### config.mk
export PLATFORM = sky130hd
export DESIGN_NAME = cdram_ctrl
export DESIGN_NICKNAME = d
export VERILOG_FILES = /design/src/rtl/cdram_pkg.sv /design/src/rtl/cdram_seq.sv /design/src/rtl/cdram_ctl_gen.sv /design/src/rtl/cdram_addr_mux.sv /design/src/rtl/cdram_ctrl.sv
export SDC_FILE = /design/constraint.sdc
export NUM_CORES = 1
export LEC_CHECK = 0
export ABC_AREA = 0
export BUFFER_PORTS_ARGS = -buffer_cell sky130_fd_sc_hd__buf_4
export CORE_MARGIN = 10
export CORE_UTILIZATION = 45
export DETAILED_ROUTE_END_ITERATION = 6
export GPL_ROUTABILITY_DRIVEN = 0
export PLACE_DENSITY_LB_ADDON = 0.3
export SYNTH_ARGS = -nofsm -noshare
export SYNTH_HDL_FRONTEND = slang
export SYNTH_SLANG_ARGS = --single-unit
### constraint.sdc
create_clock -name clk -period 3 [get_ports clk]
set_input_delay 0.6 -clock clk [delete_from_list [all_inputs] [get_ports clk]]
set_output_delay 0.6 -clock clk [all_outputs]
set_load 0.01 [all_outputs]
### src/rtl/cdram_pkg.sv
package cdram_pkg;

  typedef enum logic [2:0] {
    ST_IDLE = 3'd0,
    ST_RD1  = 3'd1,
    ST_RD2  = 3'd2,
    ST_WR   = 3'd3,
    ST_RF1  = 3'd4,
    ST_RF2  = 3'd5
  } cd_state_t;

  typedef struct packed {
    logic ready_n;
    logic row_sel_n;
    logic col_sel_n;
    logic row_en_n;
    logic cal_we_n;
    logic wrg_n;
    logic refsel_n;
    logic cs_n;
  } cd_ctl_t;

  localparam cd_ctl_t CTL_RESET = 8'b1011_1111;

  // Control levels for one half of a bus cycle (ph = 1 is the second half)
  function automatic cd_ctl_t cd_decode(input cd_state_t st, input logic ph);
    cd_ctl_t c;
    c = '1;
    case (st)
      ST_IDLE: c.row_sel_n = 1'b0;
      ST_RD1: begin
        c.row_en_n  = 1'b0;
        c.wrg_n     = 1'b0;
        c.cs_n      = 1'b0;
        c.row_sel_n = ph;
        c.col_sel_n = ~ph;
      end
      ST_RD2: begin
        c.ready_n   = 1'b0;
        c.col_sel_n = 1'b0;
        c.wrg_n     = 1'b0;
        c.cs_n      = 1'b0;
      end
      ST_WR: begin
        c.ready_n   = 1'b0;
        c.row_en_n  = 1'b0;
        c.cs_n      = 1'b0;
        c.row_sel_n = ph;
        c.col_sel_n = ~ph;
        c.cal_we_n  = ~ph;
      end
      ST_RF1: begin
        c.refsel_n = 1'b0;
        c.row_en_n = ~ph;
      end
      ST_RF2: c.row_en_n = ph;
      default: c = '1;
    endcase
    return c;
  endfunction

endpackage

### src/rtl/cdram_seq.sv
module cdram_seq
  import cdram_pkg::*;
(
  input  logic      clk,
  input  logic      rst_n,
  input  logic      bus_rst_n,
  input  logic      strobe_n,
  input  logic      rd_wr,
  input  logic      page_n,
  input  logic      refresh_pulse,
  output cd_state_t state_q,
  output logic      phase_q,
  output logic      pending_q,
  output cd_state_t nxt_state,
  output logic      nxt_phase
);

  cd_state_t fsm_next;
  logic      refresh_req;
  logic      pending_clear;
  logic      pending_d;
  logic      cycle_end;

  assign cycle_end   = phase_q;
  assign refresh_req = pending_q | refresh_pulse;

  always_comb begin
    fsm_next = state_q;
    case (state_q)
      ST_IDLE: begin
        if (!bus_rst_n || refresh_req) fsm_next = ST_RF1;
        else if (!strobe_n)            fsm_next = rd_wr ? ST_RD1 : ST_WR;
        else                           fsm_next = ST_IDLE;
      end
      ST_RD1: fsm_next = ST_RD2;
      ST_RD2: begin
        if (!bus_rst_n)       fsm_next = ST_IDLE;
        else if (refresh_req) fsm_next = ST_RF1;
        else if (!strobe_n) begin
          if (!rd_wr)        fsm_next = ST_WR;
          else if (!page_n)  fsm_next = ST_RD2;
          else               fsm_next = ST_RD1;
        end
        else                  fsm_next = ST_IDLE;
      end
      ST_WR:   fsm_next = ST_IDLE;
      ST_RF1:  fsm_next = ST_RF2;
      ST_RF2:  fsm_next = ST_IDLE;
      default: fsm_next = ST_IDLE;
    endcase
  end

  always_comb begin
    nxt_phase     = ~phase_q;
    nxt_state     = cycle_end ? fsm_next : state_q;
    pending_clear = cycle_end && (state_q == ST_RF2);
    pending_d     = (pending_q | refresh_pulse) & ~pending_clear;
  end

  always_ff @(posedge clk or negedge rst_n) begin
    if (!rst_n) begin
      phase_q   <= 1'b0;
      pending_q <= 1'b0;
    end else begin
      phase_q   <= nxt_phase;
      pending_q <= pending_d;
    end
  end

  always_ff @(posedge clk or negedge rst_n) begin
    if (!rst_n) begin
      state_q <= ST_IDLE;
    end else if (cycle_end) begin
      state_q <= fsm_next;
    end
  end

endmodule

### src/rtl/cdram_ctl_gen.sv
module cdram_ctl_gen
  import cdram_pkg::*;
(
  input  logic      clk,
  input  logic      rst_n,
  input  cd_state_t nxt_state,
  input  logic      nxt_phase,
  output cd_ctl_t   ctl_q,
  output logic      use_row_next
);

  cd_ctl_t ctl_next;

  always_comb begin
    ctl_next     = cd_decode(nxt_state, nxt_phase);
    use_row_next = ~ctl_next.row_sel_n;
  end

  always_ff @(posedge clk or negedge rst_n) begin
    if (!rst_n) ctl_q <= CTL_RESET;
    else        ctl_q <= ctl_next;
  end

endmodule

### src/rtl/cdram_addr_mux.sv
module cdram_addr_mux #(
  parameter int COL_W = 8,
  parameter int ROW_W = 11,
  localparam int ADDR_W = COL_W + ROW_W,
  localparam int MA_W   = (ROW_W > COL_W) ? ROW_W : COL_W
) (
  input  logic              clk,
  input  logic              rst_n,
  input  logic [ADDR_W-1:0] addr,
  input  logic              use_row,
  output logic [MA_W-1:0]   mem_addr
);

  logic [MA_W-1:0] row_part;
  logic [MA_W-1:0] col_part;
  logic [MA_W-1:0] addr_next;

  generate
    if (ROW_W >= COL_W) begin : g_pad_col
      assign row_part = addr[ADDR_W-1:COL_W];
      if (ROW_W > COL_W) begin : g_zero
        assign col_part = {{(MA_W-COL_W){1'b0}}, addr[COL_W-1:0]};
      end else begin : g_same
        assign col_part = addr[COL_W-1:0];
      end
    end else begin : g_pad_row
      assign row_part = {{(MA_W-ROW_W){1'b0}}, addr[ADDR_W-1:COL_W]};
      assign col_part = addr[COL_W-1:0];
    end
  endgenerate

  assign addr_next = use_row ? row_part : col_part;

  always_ff @(posedge clk or negedge rst_n) begin
    if (!rst_n) mem_addr <= '0;
    else        mem_addr <= addr_next;
  end

endmodule

### src/rtl/cdram_ctrl.sv
module cdram_ctrl
  import cdram_pkg::*;
#(
  parameter int COL_W = 8,
  parameter int ROW_W = 11,
  localparam int ADDR_W = COL_W + ROW_W,
  localparam int MA_W   = (ROW_W > COL_W) ? ROW_W : COL_W
) (
  input  logic              clk,
  input  logic              rst_n,
  input  logic              bus_rst_n,
  input  logic              strobe_n,
  input  logic              rd_wr,
  input  logic              page_n,
  input  logic              refresh_pulse,
  input  logic [ADDR_W-1:0] addr,
  output logic              ready_n,
  output logic              row_sel_n,
  output logic              col_sel_n,
  output logic              row_en_n,
  output logic              cal_we_n,
  output logic              wrg_n,
  output logic              refsel_n,
  output logic              cs_n,
  output logic [MA_W-1:0]   mem_addr
);

  cd_state_t state_q;
  cd_state_t nxt_state;
  logic      phase_q;
  logic      nxt_phase;
  logic      pending_q;
  logic      use_row_next;
  cd_ctl_t   ctl_q;

  cdram_seq u_seq (
    .clk           (clk),
    .rst_n         (rst_n),
    .bus_rst_n     (bus_rst_n),
    .strobe_n      (strobe_n),
    .rd_wr         (rd_wr),
    .page_n        (page_n),
    .refresh_pulse (refresh_pulse),
    .state_q       (state_q),
    .phase_q       (phase_q),
    .pending_q     (pending_q),
    .nxt_state     (nxt_state),
    .nxt_phase     (nxt_phase)
  );

  cdram_ctl_gen u_ctl (
    .clk          (clk),
    .rst_n        (rst_n),
    .nxt_state    (nxt_state),
    .nxt_phase    (nxt_phase),
    .ctl_q        (ctl_q),
    .use_row_next (use_row_next)
  );

  cdram_addr_mux #(.COL_W(COL_W), .ROW_W(ROW_W)) u_amux (
    .clk      (clk),
    .rst_n    (rst_n),
    .addr     (addr),
    .use_row  (use_row_next),
    .mem_addr (mem_addr)
  );

  assign ready_n   = ctl_q.ready_n;
  assign row_sel_n = ctl_q.row_sel_n;
  assign col_sel_n = ctl_q.col_sel_n;
  assign row_en_n  = ctl_q.row_en_n;
  assign cal_we_n  = ctl_q.cal_we_n;
  assign wrg_n     = ctl_q.wrg_n;
  assign refsel_n  = ctl_q.refsel_n;
  assign cs_n      = ctl_q.cs_n;

endmodule

==> results of run 1 <==
synth_stat cells, drive strengths merged (2+ instances only):
library cell and instances:
nor3 2, buf 2, a31oi 2, inv 6, dfrtp 17, nor2 4
dfstp 7, o21ai 4, nor2b 5, nand2 6, mux2 8
power by group through the flow:
stage | logic [mW] | registers [mW] | clock network (mW)
global route | 0.740 | 0.544 | 0.251
CTS | 0.680 | 0.531 | 0.234
floorplan | 0.422 | 0.569 | 0
finish | 0.670 | 0.531 | 0.232
detailed placement | 0.676 | 0.538 | 0
global placement | 0.663 | 0.534 | 0
registers in the layout, indices dropped and copies added (netlist names):
register,flops
u_amux.mem_addr,11
u_ctl.ctl_q,8
u_seq.state_q,3
u_seq.pending_q,1
u_seq.phase_q,1
layout by cell type, fill, tap and decap left out, types with 2 or more instances in the layout:
| cell type | instances |
|---|---|
| inv_1 | 6 |
| mux2_4 | 6 |
| nor2b_1 | 5 |
| clkbuf_4 | 3 |
| dfrtp_1 | 17 |
| dfstp_2 | 7 |
| mux2_2 | 2 |
| nand2_1 | 6 |
| nor3_1 | 2 |
| nor2_1 | 4 |
| o21ai_0 | 4 |
| buf_4 | 44 |
worst max-delay path, cell delays in order (launching register included):
cell       delay [ps]
dfrtp_1           460
nor2b_1           240
o211ai_1          160
a2bb2oi_1         220
a31oi_2           720
mux2_2            420
layout make-up:
class                      count  area, µm²  share of cell area
clock buffer                   3       22.5              0.0161
tap                           28       35.0              0.0250
multi-input combinational     45        352               0.251
inverter                       6       22.5              0.0161
timing repair buffer          44        330               0.236
sequential                    24        609               0.435
clock inverter                 1       30.0              0.0214
metal layers:
metal | GRT usage | vias to the layer above | share of wire
li1 | - | 357 | -
met1 | 0.117 | 345 | 0.38
met2 | 0.165 | 26 | 0.51
met3 | 0.0397 | 7 | 0.084
met4 | 0.0538 | 0 | 0.030
met5 | 0 | - | 0
through the flow:
| stage | cells | setup slack (ps) | power, mW | hold WS [ps] |
|---|---|---|---|---|
| 3_3_place_gp | 147 | 506 | 1.20 | 505 |
| 2_1_floorplan | 77 | 941 | 0.991 | 304 |
| 3_5_place_dp | 147 | 438 | 1.21 | 507 |
| 4_1_cts | 151 | 650 | 1.45 | 152 |
| 5_1_grt | 151 | 457 | 1.54 | 146 |
| 6_report | 151 | 678 | 1.43 | 148 |
cell families (layout without fill, tap and decap cells):
group | count (synthesis) | after routing | synth area share
AOI/OAI and AO/OA | 13 | 13 | 0.107
xor gates and xnor gates | 1 | 1 | 0.00874
buffers and inverters | 8 | 54 | 0.0412
DFF | 24 | 24 | 0.608
muxes | 8 | 8 | 0.112
and+or+nand+nor | 23 | 23 | 0.122
worst min-delay path by stage:
stage / endpoint / slack, ps / start / depth (start not counted)
after CTS: u_amux.mem_addr[7] / 150 / rst_n / 1
after global placement: u_seq.phase_q / 510 / rst_n / 1
final: u_amux.mem_addr[7] / 150 / rst_n / 1
after floorplan: u_amux.mem_addr[0] / 300 / rst_n / 0
after global routing: u_amux.mem_addr[1] / 150 / rst_n / 1
after detailed placement: u_seq.state_q[1] / 510 / rst_n / 1
==> qor.csv, run 1 <==
metric,value,unit
Root Buffer,clkbuf_4,
DP Wirelength,1.84,mm
initial antenna violation count,0,
Comb power frac,0.467,
library cells used by synthesis,28,
drt wl/cell,15.4,µm
H-tree Lvls,1,
Rows,17,
startpoint type of the worst setup path,register,
Reg power frac,0.370,
hold crit path type,primary input to asynchronous set/reset pin,
Total GRT Usage,0.103,
crit-path max FO,12,
LEAKAGE,0.680,nW
layout cell share with drive strength beyond 1,0.528,
internal power,0.945,mW
CP arrival,2540,ps
syn nets,103,
PwrDens,1020,nW/µm²
min Tclk post-route,2320,ps
I/O pin total,45,
cell area after synthesis,1000,µm²
fillers,182,
cell count after synthesis,77,
Post-synth ARST share,1.00,
max_slew headroom,0.459,
maxcap violations,0,
Chip Width,67.2,µm
Max Slew Vio Count,0,
"Gates resized, CTS repair",0,
ANT cells,0,
Core ar.,2170,µm²
endpoint class of the critical path,register,
worst reg2reg path startpoint,u_seq.state_q[0],
Finish-stage setup viols,0,
sw frac,0.340,
Initial Utilization,0.462,
Slew @ Worst Pin,809,ps
largest net degree at the start of global routing,25,
critical path type,register to register,
number of setup buffers added after CTS,0,
setup TNS,0,ps
vias in the first global route,765,
Num CTS Buffers,3,
crit path to,u_amux.mem_addr[2],
origin of the worst setup path,u_seq.state_q[0],
Worst-Skew Late Latency,320,ps
Post-Route WL,2.32,mm
Syn Area/Cell,13.0,µm²
CTS Buffer Depth,2,
Yosys reg bits,24,
clock tree from TritonCTS,yes,
Yosys top cell by area,dfrtp_1,
"Core Util, Final",0.646,
status,completed,
cell area after layout,1400,µm²
Synth area leaders,"dfrtp_1 42%, dfstp_2 18%, mux2_4 9.0%",
DRC viols,0,
vias per inst,4.87,
Syn. warnings,0,
VDD IR-drop max,676,µV
Post-synth EDFFs,0,
reg2reg setup slack,680,ps
Reg2Reg Capture Point,u_amux.mem_addr[2],
period utilization,0.774,
port bufs,44,
post-route ant nets,0,
Vias,735,
f_max,431,MHz
# hold bufs at CTS,0,
DRT Pass-1 Iters,5,
top cell type's share of synthesized area,0.424,
Clock transition at path regs,130,ps
Clk pwr share,0.162,
Hold Fails Final Rpt,0,
Clock Sinks,24,
RSZ-0062 raised after global routing,no,
Net Switching,0.488,mW
FF-to-FF path depth,5,
area growth from synthesis to layout,39.8,%
chip height,67.2,µm
Setup Skew,2.74,ps
nets,150,
dpl cell area,1350,µm²
"Data required, critical path",3210,ps
die area,4510,µm²
prevailing post-synth register cell,dfrtp_1,
grt total ovfl,0,
first-pass GRT wire length,3.55,mm
"Seq/Total Area, Yosys",0.608,
Initial DRC Count,16,
(Power assumes the default switching activity.)
==> run 2: changes to the inputs <==
==> constraint.sdc (replaced) <==
create_clock -name clk -period 2.25 [get_ports clk]
set_input_delay 0.45 -clock clk [delete_from_list [all_inputs] [get_ports clk]]
set_output_delay 0.45 -clock clk [all_outputs]
set_load 0.01 [all_outputs]
==> qor.csv, run 2 (synthesis gave the netlist of run 1 again) <==
metric,value,unit,change
Clock Sinks,24,,unchanged
PwrDens,1350,nW/µm²,+32%
drt wl/cell,14.8,µm,-3.8%
Finish-stage setup viols,0,,unchanged
chip height,67.2,µm,unchanged
I/O pin total,45,,unchanged
Max Slew Vio Count,0,,unchanged
Vias,741,,+0.82%
initial antenna violation count,0,,unchanged
Total GRT Usage,0.101,,-0.00245
Comb power frac,0.517,,+0.050
Clk pwr share,0.113,,-0.049
"leading cell type in the layout, fill and taps excluded",buf_4,,
critical path type,register to register,,
post-route ant nets,0,,unchanged
layout cell share with drive strength beyond 1,0.540,,+0.0112
most frequent cells in the layout,"45 x buf_4, 17 x dfrtp_1, 7 x dfstp_2",,
DRC viols,0,,unchanged
port bufs,44,,unchanged
vias in the first global route,824,,+7.7%
ANT cells,0,,unchanged
Initial Utilization,0.462,,unchanged
Net Switching,0.664,mW,+36%
endpoint class of the critical path,register,,
"Core Util, Final",0.659,,+0.0127
nets,153,,+2.0%
f_max,489,MHz,+14%
H-tree Lvls,1,,unchanged
die area,4510,µm²,unchanged
Clock transition at path regs,120,ps,about the same
Num CTS Buffers,3,,unchanged
CP arrival,2250,ps,-290 ps
internal power,1.27,mW,+34%
Crit path max-delay family,compound AO/OA/AOI/OAI gates,,
VDD IR-drop max,792,µV,+17%
maxcap violations,0,,unchanged
Root Buffer,clkbuf_4,,
Chip Width,67.2,µm,unchanged
max_slew headroom,0.773,,+0.313
crit-path max FO,12,,unchanged
Reg power frac,0.370,,about the same
Initial DRC Count,12,,-4
final non-filler cell total,154,,+2.0%
Rows,17,,unchanged
fillers,182,,unchanged
clock tree from TritonCTS,yes,,
Post-Route WL,2.28,mm,-1.9%
RSZ-0062 raised after global routing,no,,
Crit-path slowest cell,dfrtp_1,,
startpoint type of the worst setup path,register,,
status,completed,,
Top reg by flops,u_amux.mem_addr,,
Hold Fails Final Rpt,0,,unchanged
DRT Pass-1 Iters,4,,-1
first-pass GRT wire length,3.55,mm,+0.20%
Worst-Skew Late Latency,310,ps,about the same
area growth from synthesis to layout,42.6,%,
Tot Pwr,1.93,mW,+35%
setup TNS,0,ps,unchanged
LEAKAGE,0.693,nW,+1.9%
grt total ovfl,0,,unchanged
Core ar.,2170,µm²,unchanged
vias per inst,4.81,,-1.1%
worst-path cell chain,"nand2b_1, and4b_1, a221oi_4, a31oi_2, buf_12, mux2_4",,
Crit path largest cell delay,500,ps,-220 ps
period utilization,0.908,,+0.134
max FFs per register,11,,unchanged
top flop regs,"u_amux.mem_addr: 11 flops, u_ctl.ctl_q: 8 flops, u_seq.state_q: 3 flops",,
crit path buf inv count,1,,+1
largest net degree at the start of global routing,25,,unchanged
Setup Skew,5.29,ps,+2.55 ps
CTS Buffer Depth,2,,unchanged
Slew @ Worst Pin,341,ps,-468 ps
hold crit path type,primary input to register,,
DP Wirelength,1.83,mm,-0.35%
min Tclk post-route,2040,ps,-278 ps
sw frac,0.344,,+0.00329
placed cell count,149,,+1.4%
"Data required, critical path",2450,ps,-760 ps
-- run 2: final cells by class --
cell class              instances  area (µm²)  area share
flip-flops and latches         24         609       0.426
inverters                       6        22.5      0.0158
multi-input cells              45         358       0.250
clock buffers                   4        36.3      0.0254
repair buffers                 47         368       0.257
well taps                      28        35.0      0.0245
-- run 2: timing repair --
action	4_1_cts	5_1_grt
setup buffers	0	0
setup endpoints to repair	0	8
endpoints found under the hold margin	0	2
gates resized for setup	0	1
hold buffers	0	1
-- run 2: stage by stage --
step	hold WS, ps	setup WS [ps]	cell area [µm²]
floorplan	154	341	1000
global placement	352	223	1380
detailed placement	358	149	1380
CTS	7.33	144	1410
global route	340	138	1430
finish	355	206	1430
-- run 2: metal layers --
metal	vias to the layer above	global-route usage	routed length, µm
met2	23	0.181	1190
met1	356	0.100	850
met4	0	0.0282	19
met5	-	0	0
met3	2	0.0496	214
li1	360	-	-
-- run 2: path summary, 6_finish.rpt --
path	start	end	slack, ps	cells after the start
max in group asynchronous	rst_n	u_ctl.ctl_q[5]	1410	2
min in group asynchronous	rst_n	u_seq.phase_q	550	2
max reg2reg	u_seq.state_q[2]	u_amux.mem_addr[7]	210	6
max	u_seq.state_q[2]	u_amux.mem_addr[7]	210	6
min reg2reg	u_seq.pending_q	u_seq.pending_q	580	2
min	addr[18]	u_amux.mem_addr[10]	350	2
-- run 2: power by group through the flow --
stage / Clock [mW] / Sequential (mW) / Combinational, mW
5_1_grt: 0.248 / 0.733 / 1.09
6_report: 0.219 / 0.715 / 0.998
2_1_floorplan: 0 / 0.758 / 0.563
3_3_place_gp: 0 / 0.711 / 0.977
4_1_cts: 0.225 / 0.715 / 1.00
3_5_place_dp: 0 / 0.721 / 1.00
==> run 3: changes to the inputs <==
--- a/config.mk
+++ b/config.mk
@@ -12,6 +12,7 @@
 export DETAILED_ROUTE_END_ITERATION = 6
 export GPL_ROUTABILITY_DRIVEN = 0
 export PLACE_DENSITY_LB_ADDON = 0.3
+export SETUP_SLACK_MARGIN = 0.5
 export SYNTH_ARGS = -nofsm -noshare
 export SYNTH_HDL_FRONTEND = slang
 export SYNTH_SLANG_ARGS = --single-unit
==> constraint.sdc (replaced) <==
create_clock -name clk -period 2.4 [get_ports clk]
set_input_delay 0.48 -clock clk [delete_from_list [all_inputs] [get_ports clk]]
set_output_delay 0.48 -clock clk [all_outputs]
set_load 0.01 [all_outputs]
==> qor.csv, run 3 (synthesis gave the netlist of run 1 again) <==
metric,value,unit,change
Num CTS Buffers,3,,unchanged
hold crit path type,primary input to asynchronous set/reset pin,,
origin of the worst setup path,u_seq.phase_q,,
nets,159,,+3.9%
chip height,67.2,µm,unchanged
max_slew headroom,0.773,,about the same
port bufs,44,,unchanged
PwrDens,1280,nW/µm²,-5.7%
Total GRT Usage,0.113,,+0.0123
area growth from synthesis to layout,49.6,%,
top flop regs,"u_amux.mem_addr: 11 flops, u_ctl.ctl_q: 8 flops, u_seq.state_q: 3 flops",,
endpoint class of the critical path,register,,
Finish-stage setup viols,0,,unchanged
vias in the first global route,886,,+7.5%
DP Worst Slack,231,ps,+82.7 ps
DP Wirelength,1.86,mm,+1.4%
Rows,17,,unchanged
Worst-Skew Late Latency,300,ps,about the same
"leading cell type in the layout, fill and taps excluded",buf_4,,
largest net degree at the start of global routing,25,,unchanged
crit-path max FO,10,,-2
"Data required, critical path",2590,ps,+140 ps
DRT Pass-1 Iters,4,,unchanged
period utilization,0.782,,-0.126
Crit path largest cell delay,430,ps,-70 ps
Clock Sinks,24,,unchanged
Hold Fails Final Rpt,0,,unchanged
CTS Buffer Depth,2,,unchanged
Max Slew Vio Count,0,,unchanged
"Core Util, Final",0.691,,+0.0323
LEAKAGE,0.722,nW,+4.2%
drt wl/cell,15.9,µm,+7.4%
Post-Route WL,2.54,mm,+12%
min Tclk post-route,1880,ps,-166 ps
I/O pin total,45,,unchanged
Top reg by flops,u_amux.mem_addr,,
Root Buffer,clkbuf_4,,
fillers,174,,-4.4%
grt total ovfl,0,,unchanged
status,completed,,
Vias,810,,+9.3%
initial antenna violation count,0,,unchanged
Setup Skew,8.74,ps,+3.45 ps
CP arrival,2070,ps,-180 ps
Initial DRC Count,13,,+1
first-pass GRT wire length,4.02,mm,+13%
# hold bufs at CTS,0,,unchanged
ANT cells,0,,unchanged
Core ar.,2170,µm²,unchanged
Initial Utilization,0.462,,unchanged
setup TNS,0,ps,unchanged
worst reg2reg path startpoint,u_seq.phase_q,,
H-tree Lvls,1,,unchanged
final worst slack,522,ps,+316 ps
worst-path cell chain,"nor2b_2, and4b_1, a221oi_4, a31oi_4, buf_6, mux2_4",,
RSZ-0062 raised after global routing,yes,,
most frequent cells in the layout,"52 x buf_4, 14 x dfrtp_1, 7 x dfstp_2",,
Crit-path slowest cell,dfrtp_1,,
critical path type,register to register,,
VDD IR-drop max,1050,µV,+33%
Clock transition at path regs,120,ps,about the same
Slew @ Worst Pin,335,ps,-5.80 ps
DRC viols,0,,unchanged
post-route ant nets,0,,unchanged
startpoint type of the worst setup path,register,,
f_max,533,MHz,+8.8%
die area,4510,µm²,unchanged
clock tree from TritonCTS,yes,,
max FFs per register,11,,unchanged
Chip Width,67.2,µm,unchanged
layout cell share with drive strength beyond 1,0.636,,+0.0967
maxcap violations,0,,unchanged
vias per inst,5.06,,+5.2%
==> run 3: path summary, 6_finish.rpt <==
path,end,slack (ps),depth (start not counted)
setup / recovery,u_amux.mem_addr[5],520,6
hold / removal,u_seq.phase_q,40,1
setup reg to reg,u_amux.mem_addr[5],520,6
hold reg to reg,u_seq.pending_q,530,1
max in group asynchronous,u_ctl.ctl_q[5],2070,1
min in group clk,u_amux.mem_addr[10],390,2
==> run 3: repair_timing <==
item	4_1_cts	5_1_grt
pin swaps	2	2
gates resized for setup	6	5
setup endpoints to repair	6	6
setup buffers	2	5
==> run 3: per-stage QoR <==
stage	area, µm²	hold WS [ps]	cells	power [mW]
CTS	1440	39.5	155	1.84
global route	1500	36.3	160	2.04
floorplan	1010	184	77	1.26
detailed placement	1380	388	149	1.58
finish	1500	43.6	160	1.91
global placement	1380	384	149	1.55
==> run 3: per-layer routing <==
| metal | wire length [µm] | global-route usage |
|---|---|---|
| met5 | 0 | 0 |
| met4 | 12 | 0.0385 |
| met3 | 238 | 0.0446 |
| met2 | 1370 | 0.207 |
| met1 | 923 | 0.113 |
==> run 3: critical path, delay by kind of cell, from the launching register on <==
kind	cells	cell delay (ps)
compound gates	2	480
simple gates	2	390
flops	1	430
buf+inv	1	170
mux	1	290
==> run 3: area by class of cell <==
type | count | area (µm²) | share of cell area
sequential | 24 | 613 | 0.409
timing repair buffer | 53 | 402 | 0.268
multi-input combinational | 45 | 400 | 0.267
tap | 28 | 35.0 | 0.0234
clock buffer | 4 | 26.3 | 0.0175
inverter | 6 | 22.5 | 0.0150
==> run 3: power by group <==
group / internal, mW / total [mW] / switching (mW)
Clock: 0.0647 / 0.171 / 0.106
Sequential: 0.589 / 0.676 / 0.0864
Combinational: 0.582 / 1.07 / 0.483
